File: config.mk
export PLATFORM = sky130hd
export DESIGN_NAME = mma_unit
export DESIGN_NICKNAME = d
export VERILOG_FILES = /design/src/rtl/mma_pkg.sv /design/src/rtl/mma_store.sv /design/src/rtl/mma_datapath.sv /design/src/rtl/mma_ctrl.sv /design/src/rtl/mma_unit.sv
export SDC_FILE = /design/constraint.sdc
export NUM_CORES = 1
export LEC_CHECK = 0
export ABC_AREA = 0
export CORE_MARGIN = 4
export CORE_UTILIZATION = 40
export DETAILED_ROUTE_END_ITERATION = 10
export GPL_ROUTABILITY_DRIVEN = 0
export PLACE_DENSITY_LB_ADDON = 0.15
export SLEW_MARGIN = 20
export SYNTH_ARGS = -nofsm -noshare
export SYNTH_HDL_FRONTEND = slang
export SYNTH_HIERARCHICAL = 1
export SYNTH_SLANG_ARGS = --single-unit
File: constraint.sdc
create_clock -name clk -period 4.5 [get_ports clk]
set_input_delay 1.125 -clock clk [delete_from_list [all_inputs] [get_ports clk]]
set_output_delay 1.125 -clock clk [all_outputs]
set_load 0.01 [all_outputs]
File: src/rtl/mma_pkg.sv
package mma_pkg;

    localparam int unsigned DEPTH  = 32;
    localparam int unsigned ADDR_W = $clog2(DEPTH);

    typedef enum logic [1:0] {
        ST_IDLE  = 2'd0,
        ST_INIT  = 2'd1,
        ST_FETCH = 2'd2,
        ST_ACC   = 2'd3
    } mma_state_e;

    typedef enum logic [1:0] {
        SEL_NONE = 2'b00,
        SEL_MIN  = 2'b01,
        SEL_MAX  = 2'b10,
        SEL_AVG  = 2'b11
    } mma_sel_e;

    typedef struct packed {
        logic clr;
        logic acc;
    } mma_ctl_t;

    function automatic logic is_last(input logic [ADDR_W-1:0] idx);
        return idx == ADDR_W'(DEPTH - 1);
    endfunction

endpackage

File: src/rtl/mma_store.sv
module mma_store
    import mma_pkg::*;
#(
    parameter int unsigned DATA_W = 8
) (
    input  logic              clk,
    input  logic              rst,
    input  logic              we,
    input  logic [ADDR_W-1:0] waddr,
    input  logic [DATA_W-1:0] wdata,
    input  logic [ADDR_W-1:0] raddr,
    output logic [DATA_W-1:0] rdata
);

    logic [DATA_W-1:0] mem [DEPTH];

    always_ff @(posedge clk) begin
        if (rst) begin
            for (int i = 0; i < DEPTH; i++) mem[i] <= '0;
            rdata <= '0;
        end else begin
            if (we) mem[waddr] <= wdata;
            rdata <= mem[raddr];
        end
    end

endmodule

File: src/rtl/mma_datapath.sv
module mma_datapath
    import mma_pkg::*;
#(
    parameter int unsigned DATA_W = 8
) (
    input  logic              clk,
    input  logic              rst,
    input  mma_ctl_t          ctl,
    input  logic [DATA_W-1:0] word,
    output logic [ADDR_W-1:0] idx,
    output logic              last,
    output logic [DATA_W-1:0] min_o,
    output logic [DATA_W-1:0] max_o,
    output logic [DATA_W-1:0] avg_o
);

    localparam int unsigned SUM_W = DATA_W + ADDR_W;

    logic [DATA_W-1:0] min_q, max_q;
    logic [SUM_W-1:0]  sum_q;

    always_ff @(posedge clk) begin
        if (rst) begin
            min_q <= '0;
            max_q <= '0;
            sum_q <= '0;
            idx   <= '0;
        end else if (ctl.clr) begin
            min_q <= '1;
            max_q <= '0;
            sum_q <= '0;
            idx   <= '0;
        end else if (ctl.acc) begin
            sum_q <= sum_q + SUM_W'(word);
            if (word < min_q) min_q <= word;
            if (word > max_q) max_q <= word;
            idx <= idx + 1'b1;
        end
    end

    assign last  = is_last(idx);
    assign min_o = min_q;
    assign max_o = max_q;
    assign avg_o = sum_q[SUM_W-1:ADDR_W];

    AST_SUM_NO_WRAP: assert property (@(posedge clk) disable iff (rst)
        ctl.acc |=> sum_q >= $past(sum_q));
    AST_MIN_NONINC: assert property (@(posedge clk) disable iff (rst)
        ctl.acc |=> min_q <= $past(min_q));
    AST_MAX_NONDEC: assert property (@(posedge clk) disable iff (rst)
        ctl.acc |=> max_q >= $past(max_q));
    AST_CLEAR_SEEDS: assert property (@(posedge clk) disable iff (rst)
        ctl.clr |=> (min_q == '1 && max_q == '0 && sum_q == '0));

endmodule

File: src/rtl/mma_ctrl.sv
module mma_ctrl
    import mma_pkg::*;
(
    input  logic     clk,
    input  logic     rst,
    input  logic     start,
    input  logic     last,
    output mma_ctl_t ctl,
    output logic     busy,
    output logic     done
);

    mma_state_e state, nxt;

    always_comb begin
        nxt = state;
        unique case (state)
            ST_IDLE:  if (start) nxt = ST_INIT;
            ST_INIT:  nxt = ST_FETCH;
            ST_FETCH: nxt = ST_ACC;
            ST_ACC:   nxt = last ? ST_IDLE : ST_FETCH;
            default:  nxt = ST_IDLE;
        endcase
    end

    always_ff @(posedge clk) begin
        if (rst) begin
            state <= ST_IDLE;
            done  <= 1'b0;
        end else begin
            state <= nxt;
            if (state == ST_IDLE && start)    done <= 1'b0;
            else if (state == ST_ACC && last) done <= 1'b1;
        end
    end

    assign ctl.clr = (state == ST_INIT);
    assign ctl.acc = (state == ST_ACC);
    assign busy    = (state != ST_IDLE);

    AST_DONE_ONLY_IDLE: assert property (@(posedge clk) disable iff (rst)
        done |-> state == ST_IDLE);
    AST_START_DROPS_DONE: assert property (@(posedge clk) disable iff (rst)
        (state == ST_IDLE && start) |=> !done);
    AST_DONE_HELD: assert property (@(posedge clk) disable iff (rst)
        (state == ST_IDLE && !start && done) |=> done);
    AST_LAST_FINISHES: assert property (@(posedge clk) disable iff (rst)
        (state == ST_ACC && last) |=> (done && state == ST_IDLE));

endmodule

File: src/rtl/mma_unit.sv
module mma_unit
    import mma_pkg::*;
#(
    parameter int unsigned DATA_W = 8
) (
    input  logic              clk,
    input  logic              rst,
    input  logic              wr_en,
    input  logic [4:0]        wr_addr,
    input  logic [DATA_W-1:0] wr_data,
    input  logic              start,
    output logic              done,
    input  logic [1:0]        rd_sel,
    output logic [DATA_W-1:0] rd_data
);

    mma_ctl_t          ctl;
    logic              busy, last;
    logic [ADDR_W-1:0] idx;
    logic [DATA_W-1:0] word, min_v, max_v, avg_v;

    mma_store #(.DATA_W(DATA_W)) u_store (
        .clk   (clk),
        .rst   (rst),
        .we    (wr_en && !busy),
        .waddr (wr_addr),
        .wdata (wr_data),
        .raddr (idx),
        .rdata (word)
    );

    mma_datapath #(.DATA_W(DATA_W)) u_dp (
        .clk   (clk),
        .rst   (rst),
        .ctl   (ctl),
        .word  (word),
        .idx   (idx),
        .last  (last),
        .min_o (min_v),
        .max_o (max_v),
        .avg_o (avg_v)
    );

    mma_ctrl u_ctrl (
        .clk   (clk),
        .rst   (rst),
        .start (start),
        .last  (last),
        .ctl   (ctl),
        .busy  (busy),
        .done  (done)
    );

    always_comb begin
        unique case (mma_sel_e'(rd_sel))
            SEL_MIN: rd_data = min_v;
            SEL_MAX: rd_data = max_v;
            SEL_AVG: rd_data = avg_v;
            default: rd_data = '0;
        endcase
    end

    AST_MIN_LE_MAX: assert property (@(posedge clk) disable iff (rst)
        done |-> min_v <= max_v);
    AST_AVG_BOUNDED: assert property (@(posedge clk) disable iff (rst)
        done |-> (avg_v >= min_v && avg_v <= max_v));

endmodule

==> summary.txt, run 1 <==
Outcome
  • Status: finished, final reports clean

Timing
  • RSZ-0062 raised after global routing: false
  • Highest clock rate: 0.247 GHz
  • Worst clock skew: 11.4 ps
  • Final Setup Violations: 0
  • Slew Limit Fails: 0
  • Tmin final: 4050 ps
  • Final Cycle Share: 0.900
  • Final hold violation count: 0
  • Rel. slew slack: 0.312
  • TNS Setup: 0 ps
  • Worst-Margin Slew: 1030 ps

Floorplan
  • Num rows: 69
  • Core box area: 35800 um2
  • IO Count: 28
  • Die Area: 39800 um2
  • Die Height: 199 um
  • Starting density of the core: 0.409
  • Die Span X: 199 um

Critical path
  • Crit Path Max Fanout: 9
  • CP max-delay cell: clkdlybuf4s50_1
  • Worst path top cell family by delay: buffers and inverters
  • WP data required: 3380 ps
  • Worst path buffer plus inverter count: 3
  • CP Cell Sequence: clkdlybuf4s50_1 > nor2b_1 > buf_4 > a22o_1 > clkdlybuf4s50_1
  • CP arrival: 2920 ps
  • Crit path largest cell delay: 730 ps
  • Critical path endpoint category: output pin
  • WS Path Type: in -> out
  • Most frequent cell on the critical path: clkdlybuf4s50_1
  • Worst Setup Start Kind: input pin

Clocking
  • TritonCTS clock tree: done
  • Post-CTS Hold Buffers: 0
  • Worst-Skew Late Latency: 520 ps
  • Resize count post-CTS: 0
  • CTS H-tree depth: 2
  • Max Root-Sink Buffers: 3
  • Postcts setup bufs: 0
  • Sink Count: 301
  • Clock Pin Slew Worst Setup and Hold Paths: 50 ps
  • CTS Buf Count: 35
  • Clock Root Buffer: clkbuf_16

Finish
  • Layout fillers: 3186
  • Share of layout cells above drive strength 1: 0.159
  • Sequential cell area: 8600 um2
  • Utilization after layout: 0.459
  • Commonest cells after routing, fill and taps aside: 258 x and2_1, 256 x edfxtp_1, 57 x nor2_1
  • Most common cell after layout, fill and taps aside: and2_1
  • Fin nets: 1148
  • Design area: 16400 um2
  • Area Overhead vs Synth: 12.1%
  • Multi-input gate area: 5560 um2

Logic synthesis
  • Synthesized area: 14700 um2
  • Synth cell types: 64
  • Post-synth EDFFs: 256
  • Sequential element share of the synthesized area: 0.586
  • Share of flip-flops with an asynchronous set or reset: 0
  • Synth Flop Type: edfxtp_1
  • Synthesis Warnings: 6
  • Register bit total from synthesis: 301
  • Syn avg cell area: 13.7 um2
  • Net Count, Synth: 1119
  • Cells after synthesis: 1074

Route
  • Pre-antenna DRT Iters: 8
  • Vias per inst: 5.41
  • Initial detailed-routing violation count: 577
  • Routed len/inst: 22.6 um
  • Final ANT Viol Nets: 0
  • Residual DRC count: 0
  • Routed Wire Length: 35900 um
  • DR vias: 8602

Global route
  • GRT Total Usage: 0.183
  • Antenna violations before repair: 0
  • Largest net degree at the start of global routing: 68
  • Grt ovf: 0
  • Vias in the first global route: 8660
  • First-pass GRT wire length: 54300 um

Placement
  • Area after DPL: 15300 um2
  • Placed wire-length estimate: 22900 um
  • I/O Buffers: 27

Worst hold path
  • Hold Crit Class: reg -> reg

Pwr
  • VDD IR-drop max: 0.274 mV
  • Leak: 5.93 nW
  • PD cells: 381 nW/um2

Job
  • Maxcap violations: 0
final timing paths:
path / start / endpoint / slack, ps / cells past startpoint
max: rd_sel[1] / rd_data[0] / 450 / 5
min: u_dp/sum_q[12] / u_dp/sum_q[12] / 480 / 2
max reg2reg: u_ctrl/state[0] / u_store/mem[24][0] / 1750 / 6
min reg2reg: u_dp/sum_q[12] / u_dp/sum_q[12] / 480 / 2
cell families (layout without fill, tap and decap cells):
| logic type | Yosys count | in the layout | synth area share |
|---|---|---|---|
| and+or+nand+nor | 419 | 419 | 0.168 |
| DFF | 301 | 301 | 0.586 |
| AOI/OAI and AO/OA | 116 | 116 | 0.0549 |
| muxes | 109 | 109 | 0.129 |
| buffers and inverters | 95 | 150 | 0.0350 |
| adders and majority gates | 26 | 26 | 0.0227 |
| xor gates and xnor gates | 8 | 8 | 0.00478 |
| other | 0 | 1 | 0 |
worst min-delay path, stage by stage (launching register included):
cell and delay [ps]:
dfxtp_1 320, o31ai_1 60, a21oi_1 50
area by class of cell:
cell class                      instances  area share
Clock inverter                         13     0.00906
Multi-Input combinational cell        678       0.338
Sequential cell                       301       0.523
Timing Repair Buffer                   62      0.0297
Tap cell                              461      0.0351
Inverter                               25     0.00571
Clock buffer                           50      0.0586
Antenna cell                            1    0.000152
routing by layer:
metal	part of all wire	wire, um	GRT usage
met1	0.45	16100	0.255
met2	0.48	17400	0.304
met3	0.050	1810	0.0310
met4	0.019	669	0.0418
met5	0	0	0
state kept, by name, summed over array words and instances (netlist names):
register and flops:
u_ctrl/state 2, u_store/mem 256, u_ctrl/done 1, u_dp/sum_q 13, u_dp/max_o 8, u_dp/min_o 8
u_dp/idx 5, u_store/rdata 8
per-stage QoR:
step	power, mW	hold WS (ps)	cells	setup slack [ps]
after floorplan	3.40	452	1074	1590
after global placement	3.55	470	1527	500
after detailed placement	3.55	477	1527	437
after CTS	6.34	487	1590	444
after global routing	6.48	502	1590	357
final	6.26	483	1591	451
Yosys cell counts, types with 16 or more instances:
master    instances  area (um2)
or2_2            32         200
and2_1          258        1610
clkbuf_1         33         124
inv_1            23        86.3
nor2_1           57         214
mux4_2           33         743
ha_1             25         313
mux2i_1          45         450
a21oi_1          27         135
nand3_1          16        80.1
mux4_1           23         604
dfxtp_1          45         901
o21ai_1          17        85.1
edfxtp_1        256        7690
where the power goes:
group	internal, mW	total, mW	leakage, nW	switching (mW)
clock network	1.67	2.77	0.540	1.10
registers	3.11	3.16	3.01	0.0487
logic	0.114	0.326	2.38	0.212
total	4.89	6.26	5.93	1.36
Power figures use the tool's default switching activity.
==> run 2, diff against run 1 <==
--- a/config.mk
+++ b/config.mk
@@ -6,6 +6,8 @@
 export NUM_CORES = 1
 export LEC_CHECK = 0
 export ABC_AREA = 0
+export CELL_PAD_IN_SITES_DETAIL_PLACEMENT = 0
+export CELL_PAD_IN_SITES_GLOBAL_PLACEMENT = 2
 export CORE_MARGIN = 4
 export CORE_UTILIZATION = 40
 export DETAILED_ROUTE_END_ITERATION = 10
==> summary.txt, run 2 (synthesis results as in run 1) <==
Route
  • DR vias: 8530 (was 8602)
  • Final ANT Viol Nets: 0 (unchanged)
  • Routed Wire Length: 36400 um (was 35900 um)
  • Residual DRC count: 0 (unchanged)
  • Vias per inst: 5.38 (was 5.41)
  • Pre-antenna DRT Iters: 7 (was 8)
  • Initial detailed-routing violation count: 591 (was 577)
  • Routed len/inst: 23.0 um (was 22.6 um)

Clocking
  • CTS Buf Count: 34 (was 35)
  • Resize count post-CTS: 0 (unchanged)
  • Sink Count: 301 (unchanged)
  • Max Root-Sink Buffers: 3 (unchanged)
  • CTS H-tree depth: 2 (unchanged)
  • Post-CTS Hold Buffers: 0 (unchanged)
  • TritonCTS clock tree: done (unchanged)
  • Clock Pin Slew Worst Setup and Hold Paths: 60 ps (was 50 ps)
  • Clock Root Buffer: clkbuf_16 (unchanged)
  • Worst-Skew Late Latency: 520 ps (about the same)
  • Postcts setup bufs: 0 (unchanged)

Critical path
  • R2R cell count: 6 (unchanged)
  • R2r startpoint: u_ctrl/state[0] (unchanged)
  • CP arrival: 3120 ps (was 2920 ps)
  • Crit Path Max Fanout: 9 (unchanged)
  • Critical path endpoint category: output pin (unchanged)
  • Internal reg-to-reg setup slack: 1710 ps (was 1750 ps)
  • WS Path Type: in -> out (unchanged)
  • WP data required: 3380 ps (about the same)
  • Worst Setup Start Kind: input pin (unchanged)
  • Reg2reg end: u_store/mem[3][7] (was u_store/mem[24][0])

Global route
  • Grt ovf: 0 (unchanged)
  • Vias in the first global route: 8271 (was 8660)
  • Antenna violations before repair: 0 (unchanged)
  • First-pass GRT wire length: 54400 um (was 54300 um)
  • GRT Total Usage: 0.184 (was 0.183)
  • Largest net degree at the start of global routing: 68 (unchanged)

Timing
  • Worst-Margin Slew: 1040 ps (was 1030 ps)
  • Rel. slew slack: 0.305 (was 0.312)
  • Final Cycle Share: 0.942 (was 0.900)
  • Final hold violation count: 0 (unchanged)
  • Highest clock rate: 0.236 GHz (was 0.247 GHz)
  • RSZ-0062 raised after global routing: false (unchanged)
  • Slew Limit Fails: 0 (unchanged)
  • Final setup margin: 260 ps (was 451 ps)
  • Worst clock skew: 21.2 ps (was 11.4 ps)
  • Final Setup Violations: 0 (unchanged)
  • Tmin final: 4240 ps (was 4050 ps)
  • TNS Setup: 0 ps (unchanged)

Pwr
  • Leak: 5.93 nW (about the same)
  • PD cells: 380 nW/um2 (was 381 nW/um2)
  • VDD IR-drop max: 0.253 mV (was 0.274 mV)
  • Total Power: 6.25 mW (was 6.26 mW)

Finish
  • Area Overhead vs Synth: 12.1% (about the same)
  • Most common cell after layout, fill and taps aside: and2_1 (unchanged)
  • Fin nets: 1146 (was 1148)
  • Commonest cells after routing, fill and taps aside: 258 x and2_1, 256 x edfxtp_1, 57 x nor2_1 (unchanged)
  • Share of layout cells above drive strength 1: 0.165 (was 0.159)
  • Layout fillers: 3198 (was 3186)
  • Utilization after layout: 0.459 (about the same)
  • Top Registers: u_store/mem x256, u_dp/sum_q x13 (unchanged)
  • Design area: 16400 um2 (about the same)
  • Largest register by flop count: u_store/mem (unchanged)
  • Max reg flops: 256 (unchanged)

Floorplan
  • Die Height: 199 um (unchanged)
  • Die Span X: 199 um (unchanged)
  • Num rows: 69 (unchanged)
  • Core box area: 35800 um2 (unchanged)
  • Die Area: 39800 um2 (unchanged)
  • IO Count: 28 (unchanged)
  • Starting density of the core: 0.409 (unchanged)

Placement
  • Placed wire-length estimate: 23500 um (was 22900 um)
  • Worst slack, placed: 250 ps (was 437 ps)
  • I/O Buffers: 27 (unchanged)
  • Area after DPL: 15300 um2 (about the same)

Job
  • Maxcap violations: 0 (unchanged)

Worst hold path
  • Min-delay src: u_dp/sum_q[4] (was u_dp/sum_q[12])
  • Hold-critical path endpoint: u_dp/sum_q[4] (was u_dp/sum_q[12])
  • Hold Crit Depth: 2 (unchanged)
  • Hold Crit Class: reg -> reg (unchanged)

Outcome
  • Status: finished, final reports clean (unchanged)
-- run 2: cell types whose count changed in the layout (fill, tap and decap cells not counted), moves of 2 or more --
| cell | delta |
|---|---|
| clkinvlp_4 | +3 |
| clkbuf_1 | -12 |
| clkbuf_16 | -2 |
| buf_4 | -2 |
| clkinv_2 | +4 |
-- run 2: stage by stage --
stage	std cells	hold slack (ps)
after detailed placement	1525	484
after CTS	1584	491
after global routing	1585	514
after global placement	1525	470
after floorplan	1074	452
final	1586	486
-- run 2: critical path, cell delays in order --
cell and delay, ps:
clkdlybuf4s50_1 730, nor2b_1 370, buf_4 200, a22o_1 150, clkdlybuf4s50_1 540
-- run 2: area by class of cell --
| type | instances | area [um2] | area share |
|---|---|---|---|
| inverters | 25 | 93.8 | 0.00571 |
| well taps | 461 | 577 | 0.0351 |
| flip-flops and latches | 301 | 8600 | 0.523 |
| repair buffers | 61 | 500 | 0.0305 |
| multi-input cells | 678 | 5560 | 0.338 |
| diodes | 1 | 2.50 | 0.000152 |
| clock buffers | 35 | 855 | 0.0520 |
| clock inverters | 24 | 243 | 0.0148 |
-- run 2: metal layers --
| layer | share of wire | track usage |
|---|---|---|
| met1 | 0.48 | 0.277 |
| met2 | 0.46 | 0.293 |
| met3 | 0.044 | 0.0226 |
| met4 | 0.016 | 0.0367 |
| met5 | 0 | 0 |
-- run 2: worst max path at each step --
stage               from    endpoint  slack, ps  cells after the start
2_1_floorplan  rd_sel[1]  rd_data[6]       1590                      3
3_3_place_gp   rd_sel[1]  rd_data[3]        310                      5
3_5_place_dp   rd_sel[1]  rd_data[4]        250                      5
4_1_cts        rd_sel[1]  rd_data[4]        270                      5
5_1_grt        rd_sel[1]  rd_data[4]        160                      5
6_report       rd_sel[1]  rd_data[4]        260                      5
-- run 2: power breakdown --
group	total [mW]	leakage, nW	internal, mW	switching (mW)
registers	3.17	3.01	3.11	0.0526
logic	0.325	2.38	0.114	0.211
clock network	2.76	0.534	1.62	1.14
total	6.25	5.93	4.85	1.40
